===== src/rtl/oc_pkg.sv =====
package oc_pkg;

  localparam int CUR_W_DEF     = 12;
  localparam int TRIP_CODE_DEF = 600;
  localparam int N_PHASE_DEF   = 3;

  typedef enum logic {
    LATCH_RUN  = 1'b0,
    LATCH_TRIP = 1'b1
  } latch_st_e;

endpackage


===== src/rtl/oc_rst_sync.sv =====
module oc_rst_sync #(
  parameter int STAGES = 2
) (
  input  logic clk_i,
  input  logic rst_ni,
  output logic rst_sync_no
);

  logic [STAGES-1:0] sync_q;
  logic [STAGES-1:0] sync_d;

  always_comb begin
    sync_d = {sync_q[STAGES-2:0], 1'b1};
  end

  always_ff @(posedge clk_i or negedge rst_ni) begin
    if (!rst_ni) begin
      sync_q <= '0;
    end else begin
      sync_q <= sync_d;
    end
  end

  assign rst_sync_no = sync_q[STAGES-1];

endmodule


===== src/rtl/oc_cmp.sv =====
module oc_cmp #(
  parameter int CUR_W     = oc_pkg::CUR_W_DEF,
  parameter int TRIP_CODE = oc_pkg::TRIP_CODE_DEF
) (
  input  logic             clk_i,
  input  logic             rst_ni,
  input  logic [CUR_W-1:0] cur_code_i,
  output logic             over_now_o,
  output logic             over_q_o
);

  localparam logic [CUR_W-1:0] TRIP_VAL = CUR_W'(TRIP_CODE);

  logic over_d;
  logic over_q;
  logic cmp_en;

  // strict compare: the trip code itself is still in range
  assign over_now_o = (cur_code_i > TRIP_VAL);
  assign cmp_en     = 1'b1;

  always_comb begin
    over_d = over_q;
    if (cmp_en) begin
      over_d = over_now_o;
    end
  end

  always_ff @(posedge clk_i or negedge rst_ni) begin
    if (!rst_ni) begin
      over_q <= 1'b0;
    end else begin
      over_q <= over_d;
    end
  end

  assign over_q_o = over_q;

endmodule


===== src/rtl/oc_latch.sv =====
module oc_latch (
  input  logic clk_i,
  input  logic rst_ni,
  input  logic over_q_i,
  input  logic over_now_i,
  input  logic clr_i,
  output logic faulted_o
);

  import oc_pkg::*;

  latch_st_e st_q;
  latch_st_e st_d;
  logic      clr_ok;

  // a request clears only when both the registered and the live sample are in range
  assign clr_ok = clr_i && !over_q_i && !over_now_i;

  always_comb begin
    st_d = st_q;
    unique case (st_q)
      LATCH_RUN: begin
        if (over_q_i) begin
          st_d = LATCH_TRIP;
        end
      end
      LATCH_TRIP: begin
        if (clr_ok) begin
          st_d = LATCH_RUN;
        end
      end
      default: st_d = LATCH_TRIP;
    endcase
  end

  always_ff @(posedge clk_i or negedge rst_ni) begin
    if (!rst_ni) begin
      st_q <= LATCH_RUN;
    end else begin
      st_q <= st_d;
    end
  end

  assign faulted_o = (st_q == LATCH_TRIP);

  // a registered overcurrent sets the latch at the next edge
  a_r2_trip_next_edge: assert property (@(posedge clk_i) disable iff (!rst_ni)
    over_q_i |=> faulted_o);

  // without a request the latch holds
  a_r5_hold_no_request: assert property (@(posedge clk_i) disable iff (!rst_ni)
    (faulted_o && !clr_i) |=> faulted_o);

  // a live overcurrent blocks any clear
  a_r6_no_clear_live_over: assert property (@(posedge clk_i) disable iff (!rst_ni)
    (faulted_o && over_now_i) |=> faulted_o);

  // a registered overcurrent blocks any clear
  a_r6_no_clear_reg_over: assert property (@(posedge clk_i) disable iff (!rst_ni)
    (faulted_o && over_q_i) |=> faulted_o);

endmodule


===== src/rtl/oc_gate_mask.sv =====
module oc_gate_mask #(
  parameter int N_PHASE = oc_pkg::N_PHASE_DEF
) (
  input  logic                 clk_i,
  input  logic                 rst_ni,
  input  logic                 faulted_i,
  input  logic [2*N_PHASE-1:0] cmd_i,
  output logic [2*N_PHASE-1:0] gate_o
);

  logic en_q;
  logic en_d;
  logic pass;

  // enable follows the latch one cycle late, so gates return a cycle after clearing
  always_comb begin
    en_d = !faulted_i;
  end

  always_ff @(posedge clk_i or negedge rst_ni) begin
    if (!rst_ni) begin
      en_q <= 1'b0;
    end else begin
      en_q <= en_d;
    end
  end

  assign pass = en_q && !faulted_i;

  for (genvar p = 0; p < N_PHASE; p++) begin : g_leg
    logic hi_s;
    logic lo_s;
    assign hi_s = cmd_i[2*p]   & pass;
    assign lo_s = cmd_i[2*p+1] & pass;
    assign gate_o[2*p]   = hi_s;
    assign gate_o[2*p+1] = lo_s;
  end

  // in the cycle the latch clears the gates are still off
  a_r7_release_gap: assert property (@(posedge clk_i) disable iff (!rst_ni)
    $fell(faulted_i) |-> (gate_o == '0));

endmodule


===== src/rtl/oc_fault_latch.sv =====
module oc_fault_latch #(
  parameter int CUR_W     = oc_pkg::CUR_W_DEF,
  parameter int TRIP_CODE = oc_pkg::TRIP_CODE_DEF,
  parameter int N_PHASE   = oc_pkg::N_PHASE_DEF
) (
  input  logic                 clk_i,
  input  logic                 rst_ni,
  input  logic [CUR_W-1:0]     cur_code_i,
  input  logic [2*N_PHASE-1:0] gate_cmd_i,
  input  logic                 clr_req_i,
  output logic [2*N_PHASE-1:0] gate_o,
  output logic                 fault_n_o
);

  localparam int GATE_W = 2 * N_PHASE;

  logic              rst_n_s;
  logic              over_now;
  logic              over_q;
  logic              faulted;
  logic [GATE_W-1:0] gate_s;

  oc_rst_sync #(
    .STAGES (2)
  ) u_rst_sync (
    .clk_i       (clk_i),
    .rst_ni      (rst_ni),
    .rst_sync_no (rst_n_s)
  );

  oc_cmp #(
    .CUR_W     (CUR_W),
    .TRIP_CODE (TRIP_CODE)
  ) u_cmp (
    .clk_i      (clk_i),
    .rst_ni     (rst_n_s),
    .cur_code_i (cur_code_i),
    .over_now_o (over_now),
    .over_q_o   (over_q)
  );

  oc_latch u_latch (
    .clk_i      (clk_i),
    .rst_ni     (rst_n_s),
    .over_q_i   (over_q),
    .over_now_i (over_now),
    .clr_i      (clr_req_i),
    .faulted_o  (faulted)
  );

  oc_gate_mask #(
    .N_PHASE (N_PHASE)
  ) u_mask (
    .clk_i     (clk_i),
    .rst_ni    (rst_n_s),
    .faulted_i (faulted),
    .cmd_i     (gate_cmd_i),
    .gate_o    (gate_s)
  );

  assign gate_o    = gate_s;
  assign fault_n_o = !faulted;

  // fault line low implies every gate off
  a_r4_gates_off: assert property (@(posedge clk_i) disable iff (!rst_n_s)
    !fault_n_o |-> (gate_o == '0));

  // during reset the fault line is released and the gates are off
  a_r3_reset_outputs: assert property (@(posedge clk_i)
    !rst_n_s |-> (fault_n_o && gate_o == '0));

endmodule


===== config.mk =====
export PLATFORM = sky130hd
export DESIGN_NAME = oc_fault_latch
export DESIGN_NICKNAME = d
export VERILOG_FILES = /design/src/rtl/oc_pkg.sv /design/src/rtl/oc_rst_sync.sv /design/src/rtl/oc_cmp.sv /design/src/rtl/oc_latch.sv /design/src/rtl/oc_gate_mask.sv /design/src/rtl/oc_fault_latch.sv
export SDC_FILE = /design/constraint.sdc
export NUM_CORES = 1
export LEC_CHECK = 0
export ABC_AREA = 1
export BUFFER_PORTS_ARGS = -buffer_cell sky130_fd_sc_hd__buf_2
export CAP_MARGIN = 20
export CORE_AREA = 2 2 39 41
export CTS_CLUSTER_DIAMETER = 120
export DETAILED_ROUTE_END_ITERATION = 16
export DIE_AREA = 0 0 41 43
export PLACE_DENSITY = 0.64
export REMOVE_ABC_BUFFERS = 1
export SLEW_MARGIN = 15
export SYNTH_ARGS = -nofsm -noshare
export SYNTH_HDL_FRONTEND = slang
export SYNTH_SLANG_ARGS = --single-unit

===== constraint.sdc =====
create_clock -name clk_i -period 1.05 [get_ports clk_i]
set_clock_uncertainty 0.1 [all_clocks]
set_input_delay 0.105 -clock clk_i [delete_from_list [all_inputs] [get_ports clk_i]]
set_output_delay 0.105 -clock clk_i [all_outputs]
set_load 0.03 [all_outputs]

* Word-level counts from Yosys, hierarchy flattened
Cells that the tools add are included.
** Cells by class
- Order comparisons :: 1
- Bitwise gates (word level) :: 7
- Muxes and demuxes :: 3
- Reductions and logical operators :: 6
** Operator list (count)
- 12-bit by 10-bit greater-than comparator with 1-bit output, second input constant :: 1
- 1-bit bitwise AND :: 6
- 1-bit logical AND :: 3
- 1-bit logical NOT :: 3
- 1-bit 2-to-1 mux :: 2
- 1-bit case mux with 2 select lines :: 1
- 1-bit inverter :: 1
** Word-level totals
- Register bits after elaboration :: 5
- Bits of input ports :: 21
- Word-level logic and storage cells :: 21
- Output and inout bits :: 7

* Longest topological paths before layout
- Depth after elaboration :: 5
- Gate-level depth with buffers :: 8
- Mapped depth without buffers :: 8

* Cells and area by module
A second synthesis with hierarchy kept.
** Second synthesis, totals
- Cells, all modules :: 48
- Area total of the unflattened synthesis :: 324.1 µm²
** By module, submodules not included
- oc_gate_mask :: instances 1, area each 130.1 µm², cells each 21, sequential area each 25.0 µm²
- oc_cmp :: instances 1, area each 92.6 µm², cells each 17, sequential area each 25.0 µm²
- oc_rst_sync :: instances 1, area each 53.8 µm², cells each 3, sequential area each 50.0 µm²
- oc_latch :: instances 1, area each 43.8 µm², cells each 6, sequential area each 25.0 µm²
- oc_fault_latch :: instances 1, area each 3.8 µm², cells each 1, sequential area each 0.0 µm²

* Worst setup path after synthesis
No wires, ideal clock.
- Kind :: reg2out
- Start :: register u_latch.st_q, in the netlist u_latch.faulted_o
- End :: output gate_o[0]
- Data required time :: 0.845 ns
- Slack :: -0.178 ns
- Path buffers :: 1
- Data arrival time :: 1.023 ns
- Stages on the path, launching flop included :: 5
- Cells stage by stage :: dfrtp_1 > inv_1 > nand2_1 > nor2_1 > buf_4
** On the way
- Cells in the longest elaborated chain, start to end :: 3
** RTL lines
- start: declaration :: line oc_latch.sv:12 : latch_st_e st_q;
- start signal: assignment :: line oc_latch.sv:40 : st_q <= st_d;
- 1-bit logical NOT
- named net fault_n_o :: line oc_fault_latch.sv:12 : output logic fault_n_o
- 1-bit logical AND :: line oc_gate_mask.sv:28 : assign pass = en_q && !faulted_i;
- 1-bit bitwise AND :: line oc_gate_mask.sv:33 : assign hi_s = cmd_i[2*p] & pass;
- end: declaration :: line oc_fault_latch.sv:11 : output logic [2*N_PHASE-1:0] gate_o,
The timed path passes the listed nets, and every way through them passes these cells.

* Final worst setup path
- Start :: register u_latch.st_q, in the netlist u_latch.faulted_o
- End :: output gate_o[1]
** On the way
- Cells in the longest elaborated chain, start to end :: 3
** RTL lines
- 1-bit logical NOT :: line oc_gate_mask.sv:28
- 1-bit logical AND :: line oc_gate_mask.sv:28
- 1-bit bitwise AND :: line oc_gate_mask.sv:34 : assign lo_s = cmd_i[2*p+1] & pass;
Every way passes these cells.

==> impl_metrics.sql <==
INSERT INTO impl_metrics (metric_group, metric, value, unit) VALUES
('grt', 'first_global_vias', '333', ''),
('placement', 'placement.cell_area', '449.2', 'µm²'),
('logic_synthesis', 'synth_top_cell_area_share', '0.3774', ''),
('clock_network', 'cts_setup_buffers', '0', ''),
('drt', 'first_pass_iters', '1', ''),
('grt', 'grt_pass1_wl', '1076', 'µm'),
('power_and_ir_drop', 'power-per-cell-area', '889.7', 'mW/mm²'),
('logic_synthesis', 'yosys.cell_types.count', '9', ''),
('floorplanning', 'die_area', '0.001763', 'mm²'),
('sta', 'setup-violations-final', '7', ''),
('grt', 'antenna_found_initial', '0', ''),
('worst_hold_path', 'kind_of_path_behind_the_tightest_hold_check', 'input port to flop', ''),
('worst_setup_path', 'setup.worst_path.start_class', 'flop', ''),
('floorplanning', 'chipHeight', '43', 'µm'),
('floorplanning', 'initial_core_util', '0.2396', ''),
('layout', 'syn2layout_area_growth', '67.55', '%'),
('logic_synthesis', 'synth_top_flop_cell', 'sky130_fd_sc_hd__dfrtp_1', ''),
('logic_synthesis', 'synth.largest_area_cell', 'sky130_fd_sc_hd__dfrtp_1', ''),
('sta', 'setup_slack_after_layout', '-192.6', 'ps'),
('sta', 'final.period_utilization', '1.183', ''),
('sta', 'setup_tns', '-1174', 'ps'),
('clock_network', 'path_clk_slew', '40', 'ps'),
('placement', 'gp_congestion', '0.6199', ''),
('grt', 'grt_remaining_overflow', '0', ''),
('drt', 'post-route-drc-count', '0', ''),
('layout', 'filler_cell_count', '147', ''),
('power_and_ir_drop', 'power.leakage', '0.3541', 'nW'),
('floorplanning', 'core', '0.001384', 'mm²'),
('clock_network', 'clock-sinks', '5', ''),
('status', 'outcome', 'complete, but fails checks', ''),
('layout', 'final_cells', '96', ''),
('worst_setup_path', 'critical_path.max_fanout', '6', ''),
('worst_setup_path', 'critical_path.cell_chain', 'inv_2, nand2_4, nor2_2, buf_6', ''),
('logic_synthesis', 'synthesis.yosys.warnings', '0', ''),
('grt', 'grt_max_degree', '7', ''),
('power_and_ir_drop', 'report.power.total', '494.2', 'µW'),
('placement', 'placement.io_buffers', '27', ''),
('clock_network', 'htree_num_levels', '1', ''),
('floorplanning', 'boundaryPins', '28', ''),
('drt', 'antenna_left', '0', ''),
('sta', 'setup_repair_after_global_routing_missed_its_margin', 'true', ''),
('worst_setup_path', 'worstSetupPathType', 'flop to output pin', ''),
('logic_synthesis', 'synth.area.top_cells', 'sky130_fd_sc_hd__dfrtp_1 (38%), sky130_fd_sc_hd__inv_1 (15%), sky130_fd_sc_hd__nand2_1 (15%)', ''),
('sta', 'max_freq', '804.8', 'MHz'),
('worst_setup_path', 'critical-path-max-stage-delay', '370', 'ps'),
('clock_network', 'clock_latency', '230', 'ps'),
('status', 'failed_checks', 'negative setup slack', ''),
('clock_network', 'clock_tree_from_tritoncts', 'yes', ''),
('drt', 'finalWirelength', '771', 'µm'),
('logic_synthesis', 'synth-async-reset-ratio', '1.000', ''),
('layout', 'final_net_count', '102', ''),
('drt', 'route.detailed.wl_per_inst', '8.031', 'µm'),
('sta', 'holdWs', '72.93', 'ps'),
('placement', 'hpwl', '588.5', 'µm'),
('layout', 'drive_above_1_share', '0.4875', ''),
('logic_synthesis', 'post_synth_inst_count', '52', ''),
('sta', 'final_max_slew_violation_count', '0', ''),
('clock_network', 'cts_max_path_buffers', '2', ''),
('floorplanning', 'rows', '14', ''),
('sta', 'final_hold_viol_count', '0', ''),
('floorplanning', 'die_width', '41', 'µm'),
('power_and_ir_drop', 'max-vdd-ir-drop', '325.9', 'µV'),
('worst_setup_path', 'worst-endpoint-required', '840', 'ps'),
('logic_synthesis', 'synth_top_cells_by_count', 'sky130_fd_sc_hd__inv_1 (13), sky130_fd_sc_hd__nand2_1 (13), sky130_fd_sc_hd__nor2_1 (9)', ''),
('layout', 'final_area', '555.5', 'µm²'),
('worst_setup_path', 'slowest_stage', 'sky130_fd_sc_hd__dfrtp_1', ''),
('logic_synthesis', 'syn_avg_cell_area', '6.376', 'µm²'),
('grt', 'total_routing_usage_gr', '0.09403', ''),
('logic_synthesis', 'netlist_area', '331.6', 'µm²'),
('layout', 'antennaDiodeCount', '0', ''),
('logic_synthesis', 'portion_of_the_post_synthesis_area_used_by_sequential_elements', '0.3774', '');
-- final timing paths --
path,start,end,slack [ps],cells past startpoint
hold reg to reg,u_rst_sync.sync_q[0],u_rst_sync.sync_q[1],250,0
max in group asynchronous,u_rst_sync.sync_q[1],u_mask.en_q,240,1
min in group asynchronous,rst_ni,u_rst_sync.sync_q[0],80,2
setup reg to reg,u_rst_sync.sync_q[1],u_mask.en_q,240,1
setup / recovery,u_latch.faulted_o,gate_o[1],-190,4
hold / removal,clr_req_i,u_latch.faulted_o,70,4
-- layout by cell type (no fill, tap or decap), types with 3 or more instances in the layout --
master                     netlist  layout
sky130_fd_sc_hd__nand3_1         3       3
sky130_fd_sc_hd__buf_2           0      20
sky130_fd_sc_hd__clkbuf_4        0       3
sky130_fd_sc_hd__buf_6           0       6
sky130_fd_sc_hd__dfrtp_1         5       5
sky130_fd_sc_hd__nor2_2          1       6
sky130_fd_sc_hd__inv_1          13      12
sky130_fd_sc_hd__nand2_1        13      12
sky130_fd_sc_hd__nor2_1          9       4
-- timing repair --
action                                  CTS  global route
endpoints found under the setup margin    7             7
hold endpoints to repair                  5             0
hold buffers                              2             0
pin swaps                                 1             0
resized for setup                        13             8
-- where the power goes --
| group | internal, mW | switching [mW] |
|---|---|---|
| Combinational | 0.0437 | 0.0369 |
| Clock | 0.143 | 0.0681 |
| Sequential | 0.201 | 0.00204 |
| Total | 0.387 | 0.107 |
-- layout make-up --
cell class / count / area [µm²] / share of cell area
Clock buffer: 4 / 26.28 / 0.04730
Inverter: 13 / 48.80 / 0.08784
Multi-Input combinational cell: 28 / 132.6 / 0.2387
Sequential cell: 5 / 125.1 / 0.2252
Tap cell: 16 / 20.02 / 0.03604
Timing Repair Buffer: 30 / 202.7 / 0.3649
-- tightest hold or removal path, stage by stage --
cell and delay, ps:
sky130_fd_sc_hd__buf_2 80, sky130_fd_sc_hd__nand3_1 80, sky130_fd_sc_hd__nand2_1 60, sky130_fd_sc_hd__nand2_1 40
-- cell families after synthesis --
group | count (synthesis) | synth area share
and+or+nand+nor | 27 | 0.3283
buffers and inverters | 19 | 0.2830
other | 1 | 0.01131
DFF | 5 | 0.3774
-- sequential cells by signal, summed over array words and instances, names as in the netlist --
name,flops
u_rst_sync.sync_q,2
u_cmp.over_q_o,1
u_latch.faulted_o,1
u_mask.en_q,1
-- layer usage --
metal | GRT usage | vias up | share of wire
li1 | - | 195 | -
met1 | 0.06579 | 160 | 0.33
met2 | 0.1813 | 17 | 0.59
met3 | 0.01571 | 0 | 0.079
met4 | 0.08000 | 0 | 0
met5 | 0 | - | 0
Power figures use the tool's default switching activity.
